## config.mk

```make
export PLATFORM = sky130hd
export DESIGN_NAME = gpio_bank
export DESIGN_NICKNAME = d
export VERILOG_FILES = /design/src/rtl/gpio_bank_pkg.sv /design/src/rtl/gpio_bank_sync.sv /design/src/rtl/gpio_bank_irq.sv /design/src/rtl/gpio_bank_blink.sv /design/src/rtl/gpio_bank.sv
export SDC_FILE = /design/constraint.sdc
export NUM_CORES = 1
export LEC_CHECK = 0
export CORE_ASPECT_RATIO = 1.2
export CORE_MARGIN = 5
export CORE_UTILIZATION = 40
export DETAILED_ROUTE_END_ITERATION = 12
export PLACE_DENSITY = 0.63
export REMOVE_ABC_BUFFERS = 1
export SETUP_SLACK_MARGIN = 0.15
export SYNTH_ARGS = -nofsm -noshare
export SYNTH_HDL_FRONTEND = slang
export SYNTH_HIERARCHICAL = 1
export SYNTH_SLANG_ARGS = --single-unit
```

## constraint.sdc

```tcl
create_clock -name clk_i -period 4.3 [get_ports clk_i]
set_input_delay 1.075 -clock clk_i [delete_from_list [all_inputs] [get_ports clk_i]]
set_output_delay 1.075 -clock clk_i [all_outputs]
set_load 0.01 [all_outputs]
```

## src/rtl/gpio_bank_pkg.sv

```systemverilog
package gpio_bank_pkg;
  localparam int REG_AW = 6;
  localparam int REG_DW = 32;

  typedef enum logic [REG_AW-1:0] {
    OFS_DOUT  = 6'h00,
    OFS_CTRL  = 6'h04,
    OFS_BLINK = 6'h08,
    OFS_POL   = 6'h0C,
    OFS_DIN   = 6'h10,
    OFS_CAUSE = 6'h14,
    OFS_EMASK = 6'h18,
    OFS_LMASK = 6'h1C,
    OFS_BPER  = 6'h20,
    OFS_CSET  = 6'h28,
    OFS_CCLR  = 6'h2C,
    OFS_DSET  = 6'h30,
    OFS_DCLR  = 6'h34
  } reg_ofs_e;
endpackage

```

## src/rtl/gpio_bank_sync.sv

```systemverilog
module gpio_bank_sync #(
  parameter int W = 32
) (
  input  logic         clk_i,
  input  logic         rst_ni,
  input  logic [W-1:0] d_i,
  output logic [W-1:0] q_o
);
  logic [W-1:0] s1_q, s2_q;

  always_ff @(posedge clk_i or negedge rst_ni) begin
    if (!rst_ni) begin
      s1_q <= '0;
      s2_q <= '0;
    end else begin
      s1_q <= d_i;
      s2_q <= s1_q;
    end
  end

  assign q_o = s2_q;
endmodule

```

## src/rtl/gpio_bank_irq.sv

```systemverilog
module gpio_bank_irq #(
  parameter int W = 32
) (
  input  logic         clk_i,
  input  logic         rst_ni,
  input  logic [W-1:0] sync_i,
  input  logic [W-1:0] pol_i,
  input  logic [W-1:0] emask_i,
  input  logic [W-1:0] lmask_i,
  input  logic [W-1:0] clr_i,
  output logic [W-1:0] level_o,
  output logic [W-1:0] cause_o,
  output logic         irq_o
);
  logic [W-1:0] prev_q, cause_q, evt;

  // direction taken from raw values so a polarity change never fakes an edge
  assign evt     = (sync_i & ~prev_q & ~pol_i) | (~sync_i & prev_q & pol_i);
  assign level_o = sync_i ^ pol_i;

  always_ff @(posedge clk_i or negedge rst_ni) begin
    if (!rst_ni) begin
      prev_q  <= '0;
      cause_q <= '0;
    end else begin
      prev_q  <= sync_i;
      cause_q <= (cause_q & ~clr_i) | evt;
    end
  end

  assign cause_o = cause_q;
  assign irq_o   = |((cause_q & emask_i) | (level_o & lmask_i));

  AST_CAUSE_STICKY: assert property (@(posedge clk_i) disable iff (!rst_ni)
    ((cause_q & $past(cause_q) & ~$past(clr_i)) == ($past(cause_q) & ~$past(clr_i))));
  AST_EDGE_WINS: assert property (@(posedge clk_i) disable iff (!rst_ni)
    (|(evt & clr_i)) |=> ((cause_q & $past(evt & clr_i)) == $past(evt & clr_i)));
endmodule

```

## src/rtl/gpio_bank_blink.sv

```systemverilog
module gpio_bank_blink #(
  parameter int CW = 16
) (
  input  logic          clk_i,
  input  logic          rst_ni,
  input  logic [CW-1:0] period_i,
  output logic          phase_o
);
  logic [CW-1:0] cnt_q;
  logic          phase_q, tick;

  // >= so a period lowered below the running count still ticks at once
  assign tick = (cnt_q >= period_i);

  always_ff @(posedge clk_i or negedge rst_ni) begin
    if (!rst_ni) begin
      cnt_q   <= '0;
      phase_q <= 1'b0;
    end else begin
      cnt_q   <= tick ? '0 : cnt_q + 1'b1;
      phase_q <= phase_q ^ tick;
    end
  end

  assign phase_o = phase_q;

  AST_PHASE_ON_TICK: assert property (@(posedge clk_i) disable iff (!rst_ni)
    !tick |=> $stable(phase_q));
endmodule

```

## src/rtl/gpio_bank.sv

```systemverilog
module gpio_bank
  import gpio_bank_pkg::*;
#(
  parameter int NUM_PINS = 32,
  parameter int BLINK_W  = 16
) (
  input  logic                clk_i,
  input  logic                rst_ni,
  input  logic                req_i,
  input  logic                we_i,
  input  logic [REG_AW-1:0]   addr_i,
  input  logic [REG_DW-1:0]   wdata_i,
  output logic [REG_DW-1:0]   rdata_o,
  input  logic [NUM_PINS-1:0] pad_i,
  output logic [NUM_PINS-1:0] pad_o,
  output logic [NUM_PINS-1:0] pad_oe_o,
  output logic                irq_o
);
  localparam int NP = NUM_PINS;

  logic [NP-1:0] dout_q, ctrl_q, blink_q, pol_q, emask_q, lmask_q;
  logic [BLINK_W-1:0] bper_q;
  logic [NP-1:0] w, sync_v, level_v, cause_v, clr_v;
  logic wr, phase;

  assign wr    = req_i & we_i;
  assign w     = wdata_i[NP-1:0];
  assign clr_v = (wr && addr_i == OFS_CAUSE) ? w : '0;

  always_ff @(posedge clk_i or negedge rst_ni) begin
    if (!rst_ni) begin
      dout_q  <= '0;
      ctrl_q  <= '0;
      blink_q <= '0;
      pol_q   <= '0;
      emask_q <= '0;
      lmask_q <= '0;
      bper_q  <= '0;
    end else if (wr) begin
      unique case (addr_i)
        OFS_DOUT:  dout_q  <= w;
        OFS_DSET:  dout_q  <= dout_q | w;
        OFS_DCLR:  dout_q  <= dout_q & ~w;
        OFS_CTRL:  ctrl_q  <= w;
        OFS_CSET:  ctrl_q  <= ctrl_q | w;
        OFS_CCLR:  ctrl_q  <= ctrl_q & ~w;
        OFS_BLINK: blink_q <= w;
        OFS_POL:   pol_q   <= w;
        OFS_EMASK: emask_q <= w;
        OFS_LMASK: lmask_q <= w;
        OFS_BPER:  bper_q  <= wdata_i[BLINK_W-1:0];
        default: ;
      endcase
    end
  end

  gpio_bank_sync #(.W(NP)) u_sync (
    .clk_i (clk_i), .rst_ni (rst_ni), .d_i (pad_i), .q_o (sync_v)
  );

  gpio_bank_irq #(.W(NP)) u_irq (
    .clk_i (clk_i), .rst_ni (rst_ni), .sync_i (sync_v), .pol_i (pol_q),
    .emask_i (emask_q), .lmask_i (lmask_q), .clr_i (clr_v),
    .level_o (level_v), .cause_o (cause_v), .irq_o (irq_o)
  );

  gpio_bank_blink #(.CW(BLINK_W)) u_blink (
    .clk_i (clk_i), .rst_ni (rst_ni), .period_i (bper_q), .phase_o (phase)
  );

  for (genvar i = 0; i < NP; i++) begin : g_pad
    assign pad_o[i] = blink_q[i] ? phase : dout_q[i];
  end
  assign pad_oe_o = ctrl_q;

  always_comb begin
    unique case (addr_i)
      OFS_DOUT:  rdata_o = REG_DW'(dout_q);
      OFS_CTRL:  rdata_o = REG_DW'(ctrl_q);
      OFS_BLINK: rdata_o = REG_DW'(blink_q);
      OFS_POL:   rdata_o = REG_DW'(pol_q);
      OFS_DIN:   rdata_o = REG_DW'(level_v);
      OFS_CAUSE: rdata_o = REG_DW'(cause_v);
      OFS_EMASK: rdata_o = REG_DW'(emask_q);
      OFS_LMASK: rdata_o = REG_DW'(lmask_q);
      OFS_BPER:  rdata_o = REG_DW'(bper_q);
      default:   rdata_o = '0;
    endcase
  end

  AST_DSET_ONES: assert property (@(posedge clk_i) disable iff (!rst_ni)
    (wr && addr_i == OFS_DSET) |=> ((dout_q & $past(w)) == $past(w)));
  AST_CCLR_ZEROS: assert property (@(posedge clk_i) disable iff (!rst_ni)
    (wr && addr_i == OFS_CCLR) |=> ((ctrl_q & $past(w)) == '0));
  AST_DIN_RO: assert property (@(posedge clk_i) disable iff (!rst_ni)
    (wr && addr_i == OFS_DIN) |=> ($stable(dout_q) && $stable(ctrl_q) && $stable(pol_q)));
endmodule

```

==> impl_metrics.ini <==
[run_status]
outcome = finished, final reports clean

[power]
p_leak_nw = 9.383
switching_share_pct = 27.41
p_clk_share_pct = 38.4
ir_worst_vdd_mv = 0.2555
power_frac_seq_pct = 45.7
p_int_mw = 6.170
power_density_nw_per_um2 = 413.0
p_comb_share_pct = 15.9
power.switching_mw = 2.330

[final_layout]
stdcell_count = 2120
multi_input_area_um2 = 7114
regArea_um2 = 8833
syn2layout_area_growth_pct = 23.56
stdcell_area_um2 = 20580
fin_util_pct = 49.65
nFillCells = 3695
final_nets = 1638
layout-drive-gt1-share_pct = 22.76

[critical_path]
critPathTopFamily = buffers and inverters
crit_type = in2out
r2r_cells = 7
r2r-start = bper_q[15]
cp_slowest_cell = clkdlybuf4s50_1
crit_path_max_incr_delay_ps = 450
path_max_fanout = 10
crit_chain = clkdlybuf4s50_1 -> or4_4 -> buf_6 -> nor2_4 -> bufbuf_16 -> a22oi_1 -> nand4_1 -> dlygate4sd2_1
critical_path_buf_inv_count = 4
path_depth = 8
r2r_end = u_blink/phase_o
crit_required_ps = 3220
worstPathArrival_ps = 3070
crit_path_start_kind = primary input
r2r_setup_slack_ps = 1390
end_kind = primary output

[cts]
root_buffer = clkbuf_16
cts_tree = yes
clk_latency_ps = 530
cts-htree-levels = 2
cts_max_path_buffers = 3
cts_buffers = 38
path_clk_slew_ps = 60
clock-sinks = 353

[synth]
avgSynthCellArea_um2 = 12.29
synth_cells = 1355
async_reset_ff_share_pct = 100.0
seq_area_frac_synth_pct = 53.03
netlist.area_leader.share_pct = 53.03
netlist_area_um2 = 16660
yosysWarnings = 6
synth_area_leader_cell = dfrtp_1
synthTopCellsByArea = dfrtp_1 (53%), mux2_2 (7.6%), mux2_1 (4.6%), a22oi_1 (4.2%), a22o_1 (3.8%)
synth-seq-cells = 353
yosysUniqueCellTypes = 57
yosys.cell_count.top_type = dfrtp_1
synth_edf_count = 0
synth_common_cells = dfrtp_1 (353), mux2_2 (112), nand2_1 (97)
synthFlopType = dfrtp_1

[sta]
hold_viol = 0
slew_headroom_pct = 28.19
final.min_clock_period_ps = 4146
grt_setup_unrepaired = true
worst_slew_pin_slew_ps = 1077
fin_crit_sh_pct = 96.42
skew_ps = 12.29
drv_slew = 0
whs_ps = 343.6
setup_viol = 0
finalWorstSetupSlack_ps = 154.0
fmax_mhz = 241.2

[floorplan]
std_cell_rows = 82
placeableCoreArea_um2 = 41450
fp.dieW_um = 196.3
pin_count = 171
die-area_um2 = 45840
floorplan.initialDensity_pct = 40.19
die-height_um = 233.5

[place]
dp_hpwl_mm = 36.03
placed_cell_area_um2 = 19180
dpl_worst_slack_ps = -284.3
place.gp.congestion = 0.8787
dp_cells = 2038
port_buffers = 170

[job]
drv_cap = 0

[min_path]
min_to = u_sync/q_o[0]
holdPathStages = 0
hold_path.class = reg2reg
min_from = u_sync/s1_q[0]

[drt]
vias = 12489
drtAntennaViolNets = 0
drcViolationCount = 0
first_pass_iters = 6
wl_per_cell_um = 24.84
first_iter_violations = 1146
vias_per_cell = 5.891
routed_wl_mm = 52.66

[global_routing]
grt_max_degree = 105
gr-usage-all-layers_pct = 22.68
grt_pass1_vias = 12851
grt_pass1_wl_mm = 80.42
antenna_found_initial = 1
gr-total-overflow = 0
cells in the final DEF, fill, tap and decap left out, drive strengths merged, types with 6 or more instances in the layout:
cell type	count
o21ai	6
o211ai	63
and2	7
o221ai	33
dlygate4sd2	9
ha	17
a221oi	9
mux2i	6
dfrtp	353
and3	33
a22o	73
nand2	99
xnor2	11
mux2	180
inv	55
clkinv	6
nand4	25
buf	101
nand3	9
clkbuf	74
nor2	66
xor2	37
a22oi	94
mux4	22
clkdlybuf4s50	131
metal layers:
| layer | wire (um) | vias up | track usage, % | share of wire, % |
|---|---|---|---|---|
| li1 | - | 5426 | - | - |
| met1 | 22580 | 6487 | 30.65 | 43 |
| met2 | 25330 | 472 | 37.00 | 48 |
| met3 | 2950 | 104 | 3.765 | 5.6 |
| met4 | 1799 | 0 | 8.271 | 3.4 |
| met5 | 0 | - | 0 | 0 |
final cells by class:
cell class	count	share of cell area, %
inverters	53	0.9666
flip-flops and latches	353	42.92
diodes	1	0.01216
repair buffers	264	12.18
clock inverters	11	0.4620
multi-input cells	837	34.57
well taps	546	3.319
clock buffers	55	5.569
worst reg2reg max path, stage by stage, from the launching register on:
cell,delay (ps)
dfrtp_1,430
inv_1,110
ha_1,300
and4_1,250
nand4_1,120
a2111oi_1,480
a211o_1,900
xor2_1,160
state kept, by name, summed over array words and instances (netlist names):
| signal | cells |
|---|---|
| u_irq/cause_o | 32 |
| u_blink/phase_o | 1 |
| blink_q | 32 |
| u_sync/s1_q | 32 |
| u_irq/prev_q | 32 |
| lmask_q | 32 |
| bper_q | 16 |
| pol_q | 32 |
| dout_q | 32 |
| u_blink/cnt_q | 16 |
| emask_q | 32 |
| u_sync/q_o | 32 |
| pad_oe_o | 32 |
what timing repair did:
item	in CTS	in global routing
cloned	3	0
setup endpoints to repair	33	30
gates resized for setup	67	52
hold buffers	0	0
endpoints found under the hold margin	0	0
buffers inserted	10	2
pin swaps	9	8
per-stage QoR:
stage / TNS, ps / total power, mW
final: 0 / 8.500
after global placement: -5236 / 5.256
after floorplan: -42170 / 4.495
after detailed placement: -5846 / 5.284
after global routing: 0 / 8.834
after CTS: 0 / 8.573
kinds of logic (layout without fill, tap and decap cells):
kind of cell | Yosys count | count (layout) | synth area share [%]
AO/OA/AOI/OAI | 298 | 298 | 14.66
XOR/XNOR | 48 | 48 | 2.524
adder cells (fa/ha/maj) | 17 | 17 | 1.277
buffers and inverters | 165 | 383 | 4.755
flip-flops | 353 | 353 | 53.03
multiplexers | 208 | 208 | 15.50
other | 0 | 1 | 0
AND/OR/NAND/NOR | 266 | 266 | 8.247
power by group through the flow:
stage	sequential (mW)	combinational (mW)	clock [mW]
after floorplan	3.85	0.640	0
after global placement	3.92	1.33	0
after detailed placement	3.93	1.35	0
after CTS	3.88	1.37	3.33
after global routing	3.91	1.46	3.46
final	3.88	1.36	3.26
how the worst max path moves through the flow:
stage | from | end | slack, ps
after global routing | addr_i[1] | rdata_o[22] | 100
after detailed placement | addr_i[0] | rdata_o[18] | -280
final | addr_i[1] | rdata_o[22] | 150
after CTS | addr_i[1] | rdata_o[14] | 60
after global placement | addr_i[0] | rdata_o[18] | -260
after floorplan | we_i | dout_q[0] | -680
Note: power is estimated with default switching activity, not from simulation.
